--- src/rtl/spi_port_pkg.sv ---
package spi_port_pkg;

  typedef struct packed {
    logic capture;
    logic launch;
  } spi_edge_t;

  // Map raw clock transitions to capture/launch strobes for the active mode.
  function automatic spi_edge_t pick_edges(input logic rise, input logic fall,
                                           input logic cpol, input logic cpha);
    spi_edge_t e;
    logic lead;
    logic trail;
    lead  = cpol ? fall : rise;
    trail = cpol ? rise : fall;
    e.capture = cpha ? trail : lead;
    e.launch  = cpha ? lead  : trail;
    return e;
  endfunction

endpackage

--- src/rtl/spi_port_sync.sv ---
module spi_port_sync #(
  parameter int unsigned       WIDTH  = 1,
  parameter int unsigned       STAGES = 2,
  parameter logic [WIDTH-1:0]  INIT   = '0
) (
  input  logic             clk,
  input  logic             rst_n,
  input  logic [WIDTH-1:0] d,
  output logic [WIDTH-1:0] q
);
  localparam int unsigned LAST = STAGES - 1;

  logic [STAGES-1:0][WIDTH-1:0] pipe;

  always_ff @(posedge clk or negedge rst_n) begin
    if (!rst_n) pipe <= {STAGES{INIT}};
    else        pipe <= {pipe[STAGES-2:0], d};
  end

  assign q = pipe[LAST];
endmodule

--- src/rtl/spi_port_edges.sv ---
module spi_port_edges
  import spi_port_pkg::*;
(
  input  logic clk,
  input  logic rst_n,
  input  logic sclk_s,
  input  logic sel_n_s,
  input  logic cpol,
  input  logic cpha,
  output logic capture,
  output logic launch,
  output logic sel_fall
);
  logic      sclk_q;
  logic      sel_q;
  spi_edge_t ev;

  always_ff @(posedge clk or negedge rst_n) begin
    if (!rst_n) begin
      sclk_q <= 1'b0;
      sel_q  <= 1'b1;
    end else begin
      sclk_q <= sclk_s;
      sel_q  <= sel_n_s;
    end
  end

  always_comb begin
    ev = pick_edges(sclk_s & ~sclk_q, ~sclk_s & sclk_q, cpol, cpha);
  end

  assign capture  = ev.capture & ~sel_n_s;
  assign launch   = ev.launch  & ~sel_n_s;
  assign sel_fall = sel_q & ~sel_n_s;
endmodule

--- src/rtl/spi_port_txhold.sv ---
module spi_port_txhold #(
  parameter int unsigned WORD_W = 8
) (
  input  logic              clk,
  input  logic              rst_n,
  input  logic [WORD_W-1:0] in_data,
  input  logic              in_valid,
  output logic              in_ready,
  input  logic              take,
  output logic              full,
  output logic [WORD_W-1:0] data
);
  wire accept = in_valid & ~full;

  always_ff @(posedge clk or negedge rst_n) begin
    if (!rst_n) begin
      full <= 1'b0;
      data <= '0;
    end else begin
      if (accept) begin
        full <= 1'b1;
        data <= in_data;
      end else if (take) begin
        full <= 1'b0;
      end
    end
  end

  assign in_ready = ~full;
endmodule

--- src/rtl/spi_port_shifter.sv ---
module spi_port_shifter #(
  parameter int unsigned WORD_W = 8
) (
  input  logic              clk,
  input  logic              rst_n,
  input  logic              sel_n,
  input  logic              sel_fall,
  input  logic              cpha,
  input  logic              capture,
  input  logic              launch,
  input  logic              mosi,
  input  logic              hold_full,
  input  logic [WORD_W-1:0] hold_data,
  output logic              load_now,
  output logic              miso,
  output logic [WORD_W-1:0] rx_data,
  output logic              rx_valid
);
  localparam int unsigned CNT_W = (WORD_W > 1) ? $clog2(WORD_W) : 1;
  localparam logic [CNT_W-1:0] LAST_BIT = CNT_W'(WORD_W - 1);

  logic [WORD_W-1:0] tx_sh;
  logic [WORD_W-1:0] rx_sh;
  logic [CNT_W-1:0]  bit_cnt;
  logic              reload;
  logic [WORD_W-1:0] next_word;

  assign next_word = hold_full ? hold_data : '0;
  assign load_now  = ~sel_n & ((sel_fall & ~cpha) | (launch & reload));

  always_ff @(posedge clk or negedge rst_n) begin
    if (!rst_n) begin
      tx_sh    <= '0;
      rx_sh    <= '0;
      bit_cnt  <= '0;
      reload   <= 1'b1;
      rx_data  <= '0;
      rx_valid <= 1'b0;
    end else begin
      rx_valid <= 1'b0;
      if (sel_n) begin
        bit_cnt <= '0;
        reload  <= 1'b1;
      end else begin
        if (sel_fall) begin
          reload <= cpha;
          if (!cpha) tx_sh <= next_word;
        end
        if (capture) begin
          rx_sh <= {rx_sh[WORD_W-2:0], mosi};
          if (bit_cnt == LAST_BIT) begin
            rx_data  <= {rx_sh[WORD_W-2:0], mosi};
            rx_valid <= 1'b1;
            bit_cnt  <= '0;
            reload   <= 1'b1;
          end else begin
            bit_cnt <= bit_cnt + 1'b1;
          end
        end
        if (launch) begin
          if (reload) begin
            tx_sh  <= next_word;
            reload <= 1'b0;
          end else begin
            tx_sh <= {tx_sh[WORD_W-2:0], 1'b0};
          end
        end
      end
    end
  end

  assign miso = tx_sh[WORD_W-1];
endmodule

--- src/rtl/spi_slave_port.sv ---
module spi_slave_port #(
  parameter int unsigned WORD_W      = 8,
  parameter int unsigned SYNC_STAGES = 2
) (
  input  logic              clk,
  input  logic              rst_n,
  input  logic              cfg_cpol,
  input  logic              cfg_cpha,
  input  logic              spi_sclk,
  input  logic              spi_csn,
  input  logic              spi_mosi,
  output logic              spi_miso,
  output logic              spi_miso_oe,
  input  logic [WORD_W-1:0] tx_data,
  input  logic              tx_valid,
  output logic              tx_ready,
  output logic [WORD_W-1:0] rx_data,
  output logic              rx_valid
);
  localparam int unsigned NSIG = 3;
  localparam logic [NSIG-1:0] SYNC_INIT = 3'b100;

  logic [NSIG-1:0]   raw_in;
  logic [NSIG-1:0]   sync_out;
  logic              sclk_s, mosi_s, sel_n_s;
  logic              capture, launch, sel_fall;
  logic              hold_full, load_now;
  logic [WORD_W-1:0] hold_data;

  assign raw_in = {spi_csn, spi_mosi, spi_sclk};
  assign {sel_n_s, mosi_s, sclk_s} = sync_out;

  spi_port_sync #(.WIDTH(NSIG), .STAGES(SYNC_STAGES), .INIT(SYNC_INIT)) u_sync (
    .clk(clk), .rst_n(rst_n), .d(raw_in), .q(sync_out)
  );

  spi_port_edges u_edges (
    .clk(clk), .rst_n(rst_n), .sclk_s(sclk_s), .sel_n_s(sel_n_s),
    .cpol(cfg_cpol), .cpha(cfg_cpha),
    .capture(capture), .launch(launch), .sel_fall(sel_fall)
  );

  spi_port_txhold #(.WORD_W(WORD_W)) u_hold (
    .clk(clk), .rst_n(rst_n), .in_data(tx_data), .in_valid(tx_valid),
    .in_ready(tx_ready), .take(load_now), .full(hold_full), .data(hold_data)
  );

  spi_port_shifter #(.WORD_W(WORD_W)) u_shift (
    .clk(clk), .rst_n(rst_n), .sel_n(sel_n_s), .sel_fall(sel_fall),
    .cpha(cfg_cpha), .capture(capture), .launch(launch), .mosi(mosi_s),
    .hold_full(hold_full), .hold_data(hold_data), .load_now(load_now),
    .miso(spi_miso), .rx_data(rx_data), .rx_valid(rx_valid)
  );

  assign spi_miso_oe = ~sel_n_s;
endmodule

--- config.mk ---
export PLATFORM = sky130hd
export DESIGN_NAME = spi_slave_port
export DESIGN_NICKNAME = d
export VERILOG_FILES = /design/src/rtl/spi_port_pkg.sv /design/src/rtl/spi_port_sync.sv /design/src/rtl/spi_port_edges.sv /design/src/rtl/spi_port_txhold.sv /design/src/rtl/spi_port_shifter.sv /design/src/rtl/spi_slave_port.sv
export SDC_FILE = /design/constraint.sdc
export NUM_CORES = 1
export LEC_CHECK = 0
export BUFFER_PORTS_ARGS = -buffer_cell sky130_fd_sc_hd__buf_2
export CORE_MARGIN = 1.5
export CORE_UTILIZATION = 40
export CTS_CLUSTER_SIZE = 40
export DETAILED_ROUTE_END_ITERATION = 8
export GPL_ROUTABILITY_DRIVEN = 1
export GPL_TIMING_DRIVEN = 0
export REMOVE_ABC_BUFFERS = 1
export SKIP_LAST_GASP = 1
export SYNTH_ARGS = -nofsm -noshare
export SYNTH_HDL_FRONTEND = slang
export SYNTH_SLANG_ARGS = --single-unit
--- constraint.sdc ---
create_clock -name clk -period 1.8 [get_ports clk]
set_input_delay 0.09 -clock clk [delete_from_list [all_inputs] [get_ports clk]]
set_output_delay 0.09 -clock clk [all_outputs]
set_load 0.02 [all_outputs]
==> results.rst <==
.. list-table::
   :header-rows: 1

   * - Metric
     - Value
   * - Run status
     - finished, final reports clean
   * - # port buffers
     - 27
   * - Clock Root Buffer
     - sky130_fd_sc_hd__clkbuf_8
   * - Top Usage Layer GRT
     - met2
   * - Most frequent cells after synthesis
     - sky130_fd_sc_hd__dfrtp_1 (41), sky130_fd_sc_hd__mux2_2 (25), sky130_fd_sc_hd__inv_1 (11), sky130_fd_sc_hd__mux2i_1 (11), sky130_fd_sc_hd__nand2_1 (7)
   * - Die X
     - approximately 70 um
   * - Area enclosed by the die boundary
     - slightly above 5000 sq um
   * - Number of storage elements in the synthesis netlist
     - between 40 and 50
   * - Hold Path Stages
     - 2
   * - Violation count after the first detailed-route iteration
     - 22
   * - Tot GR Track Use
     - 0.137
   * - Top post-synthesis cells by area
     - sky130_fd_sc_hd__dfrtp_1 (55%), sky130_fd_sc_hd__mux2_2 (15%), sky130_fd_sc_hd__mux2i_1 (5.9%)
   * - Number of instances in the placed design
     - between 200 and 250
   * - Largest net degree at the start of global routing
     - between 40 and 50
   * - Setup repair after global routing missed its margin
     - no
   * - Post-synth EDFFs
     - 0
   * - Synth Area in Compound Gates
     - 0.0363
   * - Simple-gate area share of the yosys netlist
     - 0.0698
   * - Area inside the core boundary
     - between 4000 and 5000 sq um
   * - Fraction of synthesized cell area taken by the top area cell type
     - 0.551
   * - Remaining number of nets flagged by the antenna check after routing
     - 0
   * - CTS tree
     - yes
   * - Cell type with the highest aggregate area in the netlist
     - sky130_fd_sc_hd__dfrtp_1
   * - Clock share of power
     - 0.280
   * - Proportion of synthesized area in mux cells
     - 0.233
   * - CP Class
     - reg2reg
   * - Post-synthesis average cell area
     - about 14 sq um
   * - Routed vias
     - about 1100
   * - Depth of the CTS H-tree
     - 2
   * - Inserted Clock Buffers
     - 5
   * - Adder-Cell Fraction of Synth Area
     - 0.0134
   * - Die Y
     - just over 70 um
   * - Met2 routing resource usage after global routing
     - 0.239
   * - Total number of yosys warnings
     - 0
   * - Number of top-level design ports
     - 28
   * - Depth of the critical timing path with buffers and inverters included
     - 5
   * - XOR/XNOR share of the synthesized area
     - 0.00873
   * - Layout overhead on the synthesized area
     - 20.9%
   * - Critical Path Source Type
     - register
   * - Worst R2R Path Depth
     - 5
   * - Final wirelength
     - a little over 3 mm
   * - Clock transition at the register clock pins on the worst setup and hold paths after CTS
     - about 0.080 ns
   * - Number of optimization iterations in the first detailed-route pass
     - 4
   * - Buffering stage count on the worst path with inverters included
     - 1
   * - Count of cell types in the netlist
     - 29
   * - Number of sinks driven by the clock tree
     - 45
   * - Final setup vio count
     - 0
   * - Tmin final
     - ~1.7 ns
   * - Type of destination of the critical path
     - register
   * - Initial Util
     - 0.422
   * - GRT met3 Usage
     - 0.0352
   * - Antenna diodes
     - 0
   * - Dominant delay contributor by cell family on the critical path
     - multiplexers
   * - Average wire length per cell after detail routing
     - 13.8 um
   * - Static Leakage
     - approximately 1.1 nW
   * - Net Switching
     - slightly above 0.0007 W
   * - Number of rows in the core area
     - 24
   * - Headroom to the max-slew limit
     - 0.349
   * - Net count, final
     - between 150 and 200
   * - Register area share after synthesis
     - 0.607
   * - Primary FF master, synth
     - sky130_fd_sc_hd__dfrtp_1
   * - Source-to-sink clock delay at the later pin of the worst-skew pair
     - 0.29 ns
   * - PD cells
     - about 1200 nW/um^2
   * - Worst IR Drop VDD
     - 0.000600 V
   * - Switching part of the total power
     - 0.264
   * - Count of pins over their slew limit
     - 0
   * - Cell-internal power
     - about 0.002 W
   * - Wire length of the first global-routing pass
     - 5.49 mm
   * - GR Overflow Total
     - 0
   * - Largest family of logic cells by synthesized area
     - multiplexers
   * - Vias in the first global route
     - ~1200
   * - Worst clock skew
     - about 0.0055 ns
   * - Non-filler cells, final
     - 225
   * - Most frequent cell after synthesis
     - sky130_fd_sc_hd__dfrtp_1
   * - Critical path cell sequence
     - nor2b_1 -> mux2i_2 -> nor3_4 -> buf_12 -> mux2_2
   * - Via-to-Cell Ratio
     - 4.93
   * - Share of total power in sequential cells
     - 0.521
   * - Final worst path period share
     - 0.932
   * - Async set-or-reset flop fraction in the synthesized netlist
     - 1.00
   * - Antenna violations before repair
     - 0
   * - Highest achievable clock rate
     - 0.596 GHz
   * - Crit path DAT
     - around 1.9 ns
   * - Proportion of power drawn by combinational gates
     - 0.199
   * - Fill count
     - approximately 400
   * - HPWL Detailed
     - 2.21 mm
   * - Buffer levels on the longest clock path
     - 2
   * - Global Route met1 Usage
     - 0.164
   * - Proportion of layout cells with a drive suffix above 1
     - 0.422
   * - DRC viols
     - 0
   * - Largest stage delay on the critical path
     - 0.46 ns
   * - Worst Max-Slew Pin Slew
     - 0.976 ns
   * - Biggest fanout along the worst timing path
     - 9
   * - Routability-driven placement congestion ratio
     - 0.687
   * - Library cell contributing the largest single delay on the critical path
     - sky130_fd_sc_hd__mux2i_2
   * - Worst hold path class
     - in2reg
   * - Max-capacitance violation count
     - 0
   * - Count of mapped cells out of synthesis
     - roughly 130
   * - Critical path data required time
     - just under 2 ns
   * - Post-Syn Area
     - between 1500 and 2000 sq um
   * - Setup_tns
     - 0 ns
   * - Final hold violation count
     - 0
## final timing paths
kind / start / to / slack, ns
setup / recovery: u_sync.q[0]$_DFF_PN0_ / u_shift.rx_data[2]$_DFFE_PN0P_ / 0.12
hold / removal: tx_data[3] / u_hold.data[3]$_DFFE_PN0P_ / 0.02
setup reg to reg: u_sync.q[0]$_DFF_PN0_ / u_shift.rx_data[2]$_DFFE_PN0P_ / 0.12
hold reg to reg: u_sync.pipe[0]$_DFF_PN0_ / u_sync.q[0]$_DFF_PN0_ / 0.35
max in group asynchronous: rst_n / u_shift.rx_data[6]$_DFFE_PN0P_ / 0.71
min in group asynchronous: rst_n / u_sync.q[1]$_DFF_PN0_ / 0.49
## worst register-to-register path, cell delays in order (launching register included)
cell and delay, ns:
sky130_fd_sc_hd__dfrtp_1 0.42, sky130_fd_sc_hd__nor2b_1 0.16, sky130_fd_sc_hd__mux2i_2 0.46, sky130_fd_sc_hd__nor3_4 0.10, sky130_fd_sc_hd__buf_12 0.16, sky130_fd_sc_hd__mux2_2 0.27
## metal layers
layer	share of wire	up-vias
li1	-	537
met2	0.53	20
met5	0	-
met4	0.016	0
met1	0.42	544
met3	0.035	8
## layout make-up
type | instances | area, sq um | area share
Multi-Input combinational cell | 74 | 676 | 0.300
Clock inverter | 1 | 30.0 | 0.0133
Clock buffer | 7 | 86.3 | 0.0383
Sequential cell | 45 | 1130 | 0.502
Timing Repair Buffer | 35 | 223 | 0.0989
Inverter | 11 | 41.3 | 0.0183
Tap cell | 52 | 65.1 | 0.0289
## placed cells by master, fill, tap and decap left out, types with 3 or more instances in the layout
master / Yosys / routed
sky130_fd_sc_hd__dfrtp_1: 41 / 41
sky130_fd_sc_hd__inv_1: 11 / 11
sky130_fd_sc_hd__mux2i_1: 11 / 11
sky130_fd_sc_hd__mux2_2: 25 / 25
sky130_fd_sc_hd__o21ai_0: 3 / 3
sky130_fd_sc_hd__nand2_1: 7 / 7
sky130_fd_sc_hd__buf_2: 2 / 27
sky130_fd_sc_hd__dfstp_2: 4 / 4
sky130_fd_sc_hd__clkbuf_8: 0 / 6
sky130_fd_sc_hd__dlygate4sd3_1: 0 / 6
## state kept, by name, summed over array words and instances, names as in the netlist
register / cells
u_shift.bit_cnt: 3
u_sync.q: 3
u_shift.tx_sh: 8
u_hold.full: 1
u_shift.rx_data: 8
u_hold.data: 8
u_shift.rx_valid: 1
u_shift.rx_sh: 7
u_sync.pipe: 3
u_edges.sel_q: 1
u_shift.reload: 1
u_edges.sclk_q: 1
## cell families (layout without fill, tap and decap cells)
logic type                 count (synthesis)  after routing
xor gates and xnor gates                   1              1
and+or+nand+nor                           22             22
muxes                                     39             39
buffers and inverters                     15             54
AOI/OAI and AO/OA                         10             10
DFF                                       45             45
adders and majority gates                  2              2
## stage by stage
step                      total power [W]  area, sq um  utilization  setup WS [ns]  hold WS (ns)
after floorplan                   0.00182         1850            -          0.183        -0.206
after global placement            0.00196         2050        0.463        -0.0581         0.197
after detailed placement          0.00200         2050        0.463        -0.0446         0.197
after CTS                         0.00279         2230        0.505         0.0559        0.0177
after global routing              0.00293         2250        0.510        0.00465        0.0275
final                             0.00275         2250        0.510          0.123        0.0219
## power by group through the flow
stage / Combinational, W / Clock [W] / Sequential [W]
after floorplan: 0.000404 / 0 / 0.00141
after global placement: 0.000518 / 0 / 0.00144
after detailed placement: 0.000549 / 0 / 0.00145
after CTS: 0.000562 / 0.000797 / 0.00144
after global routing: 0.000623 / 0.000837 / 0.00147
final: 0.000549 / 0.000771 / 0.00143
## timing repair
item / CTS / global route
endpoints found under the setup margin: 6 / 14
pin swaps: 0 / 1
setup buffers: 1 / 1
gates resized for setup: 0 / 1
hold buffers: 6 / 0
endpoints found under the hold margin: 46 / 0
(Power assumes the default switching activity.)
